===== src/rtl/idx_host_regs.sv =====
`timescale 1ns/1ps
module idx_host_regs #(
  parameter logic [7:0] BOARD_ID = 8'h2D,
  parameter int MUX_W = 4,
  parameter int SYNC_STAGES = 2
)(
  input  logic             clk,
  input  logic             rst_n,
  input  logic [1:0]       host_addr,
  input  logic             host_wr,
  input  logic             host_rd,
  input  logic [7:0]       host_wdata,
  output logic [7:0]       host_rdata,
  input  logic [11:0]      adc_result,
  input  logic             adc_done,
  output logic             adc_start,
  output logic [MUX_W-1:0] mux_sel,
  output logic [11:0]      dac_a,
  output logic [11:0]      dac_b,
  input  logic             tmr1_out,
  output logic [3:0]       ext_idx,
  output logic             ext_wr,
  input  logic [7:0]       ext_rdata,
  output logic             user_led,
  output logic             irq
);
  localparam logic [7:0] I_STAT = 8'h00, I_MUX = 8'h01, I_DACA = 8'h02,
                         I_DACB = 8'h03, I_TCLR = 8'h08, I_LED = 8'h80, I_ID = 8'h81;

  logic [7:0] idx;
  logic [3:0] stage_a, stage_b;
  logic [SYNC_STAGES:0] tsync;
  logic adc_pend, tmr_pend, tmr_rise, is_ext;

  wire wr_idx = host_wr && host_addr == 2'd0;
  wire wr_reg = host_wr && host_addr == 2'd1;
  wire wr_lo  = host_wr && host_addr == 2'd2;
  wire wr_hi  = host_wr && host_addr == 2'd3;

  assign is_ext   = idx[7:4] == 4'h0 && (idx[3:2] == 2'b01 || (idx[3:0] >= 4'h9 && idx[3:0] <= 4'hB));
  assign ext_idx  = idx[3:0];
  assign ext_wr   = wr_reg && is_ext;
  assign adc_start = wr_reg && idx == I_STAT;
  assign tmr_rise = tsync[SYNC_STAGES-1] && !tsync[SYNC_STAGES];
  assign irq      = adc_pend || tmr_pend;

  always_ff @(posedge clk or negedge rst_n)
    if (!rst_n) begin
      idx <= '0; mux_sel <= '0; user_led <= 1'b0;
      stage_a <= '0; stage_b <= '0; dac_a <= '0; dac_b <= '0;
    end else begin
      if (wr_idx) idx <= host_wdata;
      if (wr_reg && idx == I_MUX) mux_sel <= host_wdata[MUX_W-1:0];
      if (wr_reg && idx == I_LED) user_led <= host_wdata[0];
      if (wr_lo && idx == I_DACA) stage_a <= host_wdata[7:4];
      if (wr_lo && idx == I_DACB) stage_b <= host_wdata[7:4];
      if (wr_hi && idx == I_DACA) dac_a <= {host_wdata, stage_a};
      if (wr_hi && idx == I_DACB) dac_b <= {host_wdata, stage_b};
    end

  always_ff @(posedge clk or negedge rst_n)
    if (!rst_n) begin
      tsync <= '0; adc_pend <= 1'b0; tmr_pend <= 1'b0;
    end else begin
      tsync <= {tsync[SYNC_STAGES-1:0], tmr1_out};
      if (adc_done) adc_pend <= 1'b1;
      else if (host_rd && host_addr == 2'd3) adc_pend <= 1'b0;
      if (tmr_rise) tmr_pend <= 1'b1;
      else if (wr_reg && idx == I_TCLR) tmr_pend <= 1'b0;
    end

  always_comb begin
    host_rdata = 8'h00;
    case (host_addr)
      2'd1:
        if (idx == I_STAT)     host_rdata = {6'b0, !tmr_pend, !adc_pend};
        else if (idx == I_MUX) host_rdata = 8'(mux_sel);
        else if (idx == I_LED) host_rdata = {7'b0, user_led};
        else if (idx == I_ID)  host_rdata = BOARD_ID;
        else if (is_ext)       host_rdata = ext_rdata;
      2'd2: host_rdata = {4'h0, adc_result[3:0]};
      2'd3: host_rdata = adc_result[11:4];
      default: host_rdata = 8'h00;
    endcase
  end
endmodule



===== config.mk =====
export PLATFORM = sky130hd
export DESIGN_NAME = idx_host_regs
export DESIGN_NICKNAME = d
export VERILOG_FILES = /design/src/rtl/idx_host_regs.sv
export SDC_FILE = /design/constraint.sdc
export NUM_CORES = 1
export LEC_CHECK = 0
export ABC_AREA = 0
export CAP_MARGIN = 25
export CORE_MARGIN = 5
export CORE_UTILIZATION = 41
export DETAILED_ROUTE_END_ITERATION = 10
export GPL_ROUTABILITY_DRIVEN = 0
export PLACE_DENSITY = 0.79
export SLEW_MARGIN = 20
export SYNTH_ARGS = -nofsm -noshare
export SYNTH_HDL_FRONTEND = slang
export SYNTH_SLANG_ARGS = --single-unit

===== constraint.sdc =====
create_clock -name clk -period 1.85 [get_ports clk]
set_clock_uncertainty 0.15 [all_clocks]
set_input_delay 0.2775 -clock clk [delete_from_list [all_inputs] [get_ports clk]]
set_output_delay 0.2775 -clock clk [all_outputs]
set_load 0.01 [all_outputs]

Word-level counts from Yosys, hierarchy flattened

Index checks and enable logic that the tools add are counted.

Flip-flop bits (word level): 50
Word-level logic and storage cells: 59
Output and inout bits: 44
Input port bits: 36

Reduce and logical (&&, ||, !) cells: 27
Eq/ne operators: 10
$lt $le $gt $ge: 2
Multiplexer cells: 10

Operators by type and width:

| kind                                                                   | number |
|---|---|
| 8-bit two-way mux                                                      | 5 |
| 8-bit case mux with 3 select lines                                     | 1 |
| 1-bit logical AND                                                      | 17 |
| 8-bit by 2-bit equality test with 1-bit output (second input constant) | 2 |
| 8-bit equality test (second input constant)                            | 2 |
| 8-bit by 1-bit equality test with 1-bit output (second input constant) | 1 |
| 8-bit by 4-bit equality test with 1-bit output (second input constant) | 1 |
| 8-bit logical NOT                                                      | 1 |
| 2-bit by 1-bit equality test with 1-bit output (second input constant) | 2 |
| 2-bit equality test (second input constant)                            | 2 |
| 4-bit >= comparator (second input constant)                            | 1 |
| 4-bit less-or-equal comparator (second input constant)                 | 1 |
| 4-bit logical NOT                                                      | 1 |
| 1-bit two-way mux                                                      | 4 |
| 2-bit nonzero test                                                     | 2 |
| 1-bit logical NOT                                                      | 3 |
| 2-bit logical NOT                                                      | 1 |
| 1-bit logical OR                                                       | 2 |

Longest topological paths before layout

Depth in word-level cells: 10
Gate-level depth with buffers: 6
Depth with buffers taken out: 4

Worst setup path before layout

No wires, ideal clock.

Path kind: register to output
From: register idx[3]
To: output port host_rdata[0]
Stages on the path, launching flop included: 6
Required time: 1,422 ps
Data arrival time: 1,394 ps
Setup slack: 29 ps
Buffers on the path: 1
Cells stage by stage: dfrtp_1 > clkbuf_1 > nor3_1 > and3_1 > nor4_1 > o21ai_0

Word-level cells in the longest chain between the ends: 10
Elaborated cells between the ends (all ways): 16
Classes of those cells: order compare (2); eq/ne (4); mux (6); reduce/logical (4)

Ends and longest elaborated chain:

| item                                                                         | RTL line | RTL |
|---|---|---|
| start, declared                                                              | 30       | `logic [7:0] idx;` |
| start signal, assigned                                                       | 52       | `if (wr_idx) idx <= host_wdata;` |
| 4-bit >= comparator / 4-bit less-or-equal comparator (equally long branches) | 40       | `assign is_ext = idx[7:4] == 4'h0 && (idx[3:2] == 2'b01 \|\| (idx[3:0] >= 4'h9 && idx[3:0] <= 4'hB));` |
| 1-bit logical AND                                                            | 40       |  |
| 1-bit logical OR                                                             | 40       |  |
| 1-bit logical AND                                                            | 40       |  |
| 8-bit two-way mux                                                            | 80       | `else if (is_ext) host_rdata = ext_rdata;` |
| 8-bit two-way mux                                                            | 79       | `else if (idx == I_ID) host_rdata = BOARD_ID;` |
| 8-bit two-way mux                                                            | 78       | `else if (idx == I_LED) host_rdata = {7'b0, user_led};` |
| 8-bit two-way mux                                                            | 77       | `else if (idx == I_MUX) host_rdata = 8'(mux_sel);` |
| 8-bit two-way mux (*)                                                        | 76       | `if (idx == I_STAT) host_rdata = {6'b0, !tmr_pend, !adc_pend};` |
| 8-bit case mux with 3 select lines (*)                                       | 74       | `case (host_addr)` |
| end, declared                                                                | 13       | `output logic [7:0] host_rdata,` |

Every way passes the cells marked *; elsewhere a longest branch is shown, timed or not.

Final worst setup path

From: register idx[0]
To: output port host_rdata[0]

Same word-level chain as after synthesis.

==> flow_metrics.tcl <==
set metrics [dict create \
    diodes 0 \
    met1_usage 0.247 \
    netlist_instances 187 \
    rr_startpoint "idx[5]" \
    yosysMostFrequentCell "dfrtp_1" \
    synth_mux_area_frac 0.244 \
    synth-edff-count 0 \
    crit_path_frequent_cell "o21ai_1" \
    utilization 0.672 \
    synth_area_per_cell_sq_um 13.0 \
    slowest_delay_ns 0.48 \
    synth_top_family_by_area "multiplexers" \
    wl_per_cell_microns 18.8 \
    critical_path_class "reg2out" \
    die_x_microns 87.1 \
    place_inst 362 \
    fillers 413 \
    powerDensity_nw_per_um2 713 \
    r2r-end "dac_b[7]" \
    outcome "finished with violations" \
    drt_iter0_drc 115 \
    start_util 0.416 \
    yosys.area_share.simple 0.136 \
    netlist-cell-type-count 41 \
    vias 2031 \
    setup_viol 46 \
    rsz0062_at_grt "true" \
    synth_nets 223 \
    dp_hpwl_microns 4770 \
    wl_microns 7270 \
    synth_top_area_share 0.514 \
    tightest_slew_ns 0.425 \
    hold_violations 0 \
    maxSlewViolCount 0 \
    grt_pass1_wl_microns 11100 \
    grt.busiest_layer "met2" \
    maxSlewHeadroom 0.717 \
    p_total_mw 2.80 \
    violations "negative setup slack" \
    antenna_found_initial 0 \
    hold_path_depth 0 \
    cellLeakagePower_nw 1.85 \
    worstPathCellList "buf_4 -> nor3b_1 -> o21ai_1 -> nand4_1 -> o21ai_1 -> buf_2" \
    grt_use_met2 0.302 \
    drv_cap 0 \
    grt_pass1_vias 2171 \
    drt_first_pass_iters 5 \
    min_to "tsync[1]" \
    syn_area_sq_um 2430 \
    num_rows 28 \
    cp.arrival_ns 1.85 \
    hp-start "tsync[0]" \
    area_delta_synth_final_pct 61.6 \
    synthXorXnorAreaFrac 0 \
    root_buffer "clkbuf_8" \
    grt_max_degree 35 \
    start_kind "flip-flop" \
    ys.flop_type "dfrtp_1" \
    yosysTopAreaCell "dfrtp_1" \
    synth-seq-cells 50 \
    synthAdderAreaFrac 0 \
    synth_common_cells "50 x dfrtp_1, 38 x mux2_2, 11 x mux2_4" \
    final.setup.worst_slack_ns -0.428 \
    io_pins 80 \
    grt_use_total 0.190 \
    dieArea_sq_um 7580 \
    clk_latency_ns 0.31 \
    stdcell_count 387 \
    required_ns 1.42 \
    use_met3 0.0464 \
    cts_max_level 2 \
    synth_area_leaders "dfrtp_1 51%, mux2_2 18%, mux2_4 6.8%" \
    critPathCaptureType "output pin" \
    critPathMaxFanout 5 \
    synth_seq_area_share 0.514 \
    ir_drop_v 0.000417 \
    tritoncts "built" \
    r2r_slack_ns -0.28 \
    drive_above_1_share 0.500 \
    synth_compound_area_frac 0.0653 \
    hold_path_class "reg2reg" \
    drc 0 \
    core_area_sq_um 5850 \
    async_flop_share 1.00 \
    die-height_microns 87.1 \
    cts.sink_count 50 \
    clk_pin_slew_ns 0.10 \
    cpMaxStageDelayCell "dfrtp_2" \
    r2r_cells 7 \
    fin_crit_sh 1.23 \
    numCtsBuffers 5 \
    ant_nets 0 \
    finalNetCount 347 \
    yosysWarnings 0 \
    max_freq_mhz 439 \
    vias_per_cell 5.25 \
    clk_path_buf_depth 2 \
    period_needed_ns 2.28 \
    portBuffers 79 \
    grt_overflow 0 \
]
-- state kept, by name, indices dropped and copies added, names as in the netlist --
signal / cells
tmr_pend: 1
user_led: 1
dac_b: 12
dac_a: 12
stage_a: 4
tsync: 3
idx: 8
mux_sel: 4
stage_b: 4
adc_pend: 1
-- per-stage QoR --
step           hold WS [ns]  area (sq um)  setup slack [ns]  setup TNS [ns]
3_3_place_gp         0.0787          3520            -0.665          -18.15
6_report              0.212          3930            -0.428          -11.10
4_1_cts               0.216          3790            -0.350           -9.90
3_5_place_dp         0.0852          3520            -0.700          -18.87
2_1_floorplan        -0.168          2430            0.0287               0
5_1_grt               0.219          3930            -0.549          -15.17
-- per-layer routing --
metal | wire (microns) | up-vias | share of wire
met1 | 3050 | 1011 | 0.42
li1 | - | 930 | -
met4 | 137 | 0 | 0.019
met2 | 3590 | 76 | 0.49
met3 | 485 | 14 | 0.067
met5 | 0 | - | 0
-- worst max-delay path by stage --
stage                             from            end  slack [ns]  depth (start not counted)
after floorplan                 idx[3]  host_rdata[0]        0.03                          5
after global placement    host_addr[0]  host_rdata[4]       -0.66                          6
after detailed placement  host_addr[0]  host_rdata[4]       -0.70                          6
after CTS                       idx[3]  host_rdata[2]       -0.35                          6
after global routing            idx[0]  host_rdata[0]       -0.55                          6
final                           idx[0]  host_rdata[0]       -0.43                          6
-- placed cells by master, fill, tap and decap left out, types with 3 or more instances in the layout --
cell / instances
a221o_1: 3
nor3b_1: 3
o21ai_1: 4
a22o_1: 3
nand2_1: 6
buf_6: 17
nor2_4: 3
dfrtp_2: 5
mux2_4: 12
buf_4: 32
buf_2: 9
clkdlybuf4s50_1: 62
mux2_2: 37
buf_12: 3
dfrtp_1: 45
dlygate4sd2_1: 6
clkbuf_8: 5
-- timing repair --
action | CTS | global route
endpoints found under the hold margin | 16 | 0
gates cloned | 1 | 0
setup endpoints to repair | 52 | 48
setup buffers | 10 | 5
hold buffers | 1 | 0
pin swaps | 13 | 13
resized for setup | 87 | 24
-- cell families (layout without fill, tap and decap cells) --
group           Yosys count  after routing
compound gates           23             23
flops                    50             50
mux                      49             49
simple gates             49             50
buf+inv                  16            140
-- area by class of cell --
| type | instances | area [sq um] | share of cell area |
|---|---|---|---|
| clock inverters | 3 | 28.8 | 0.00732 |
| flip-flops and latches | 50 | 1260 | 0.320 |
| clock buffers | 5 | 68.8 | 0.0175 |
| multi-input cells | 122 | 1260 | 0.320 |
| well taps | 75 | 93.8 | 0.0239 |
| repair buffers | 130 | 1220 | 0.310 |
| inverters | 2 | 7.51 | 0.00191 |
-- worst max-delay path: cells and delay by family, from the launching register on --
kind	cells	cell delay, ns
compound gates	2	0.40
simple gates	2	0.31
flops	1	0.48
buf+inv	2	0.34
-- power breakdown --
group          switching, mW  internal, mW
registers             0.0949          1.18
logic                  0.356         0.500
clock network          0.394         0.281
No activity file was read; power rests on OpenSTA's default activity.
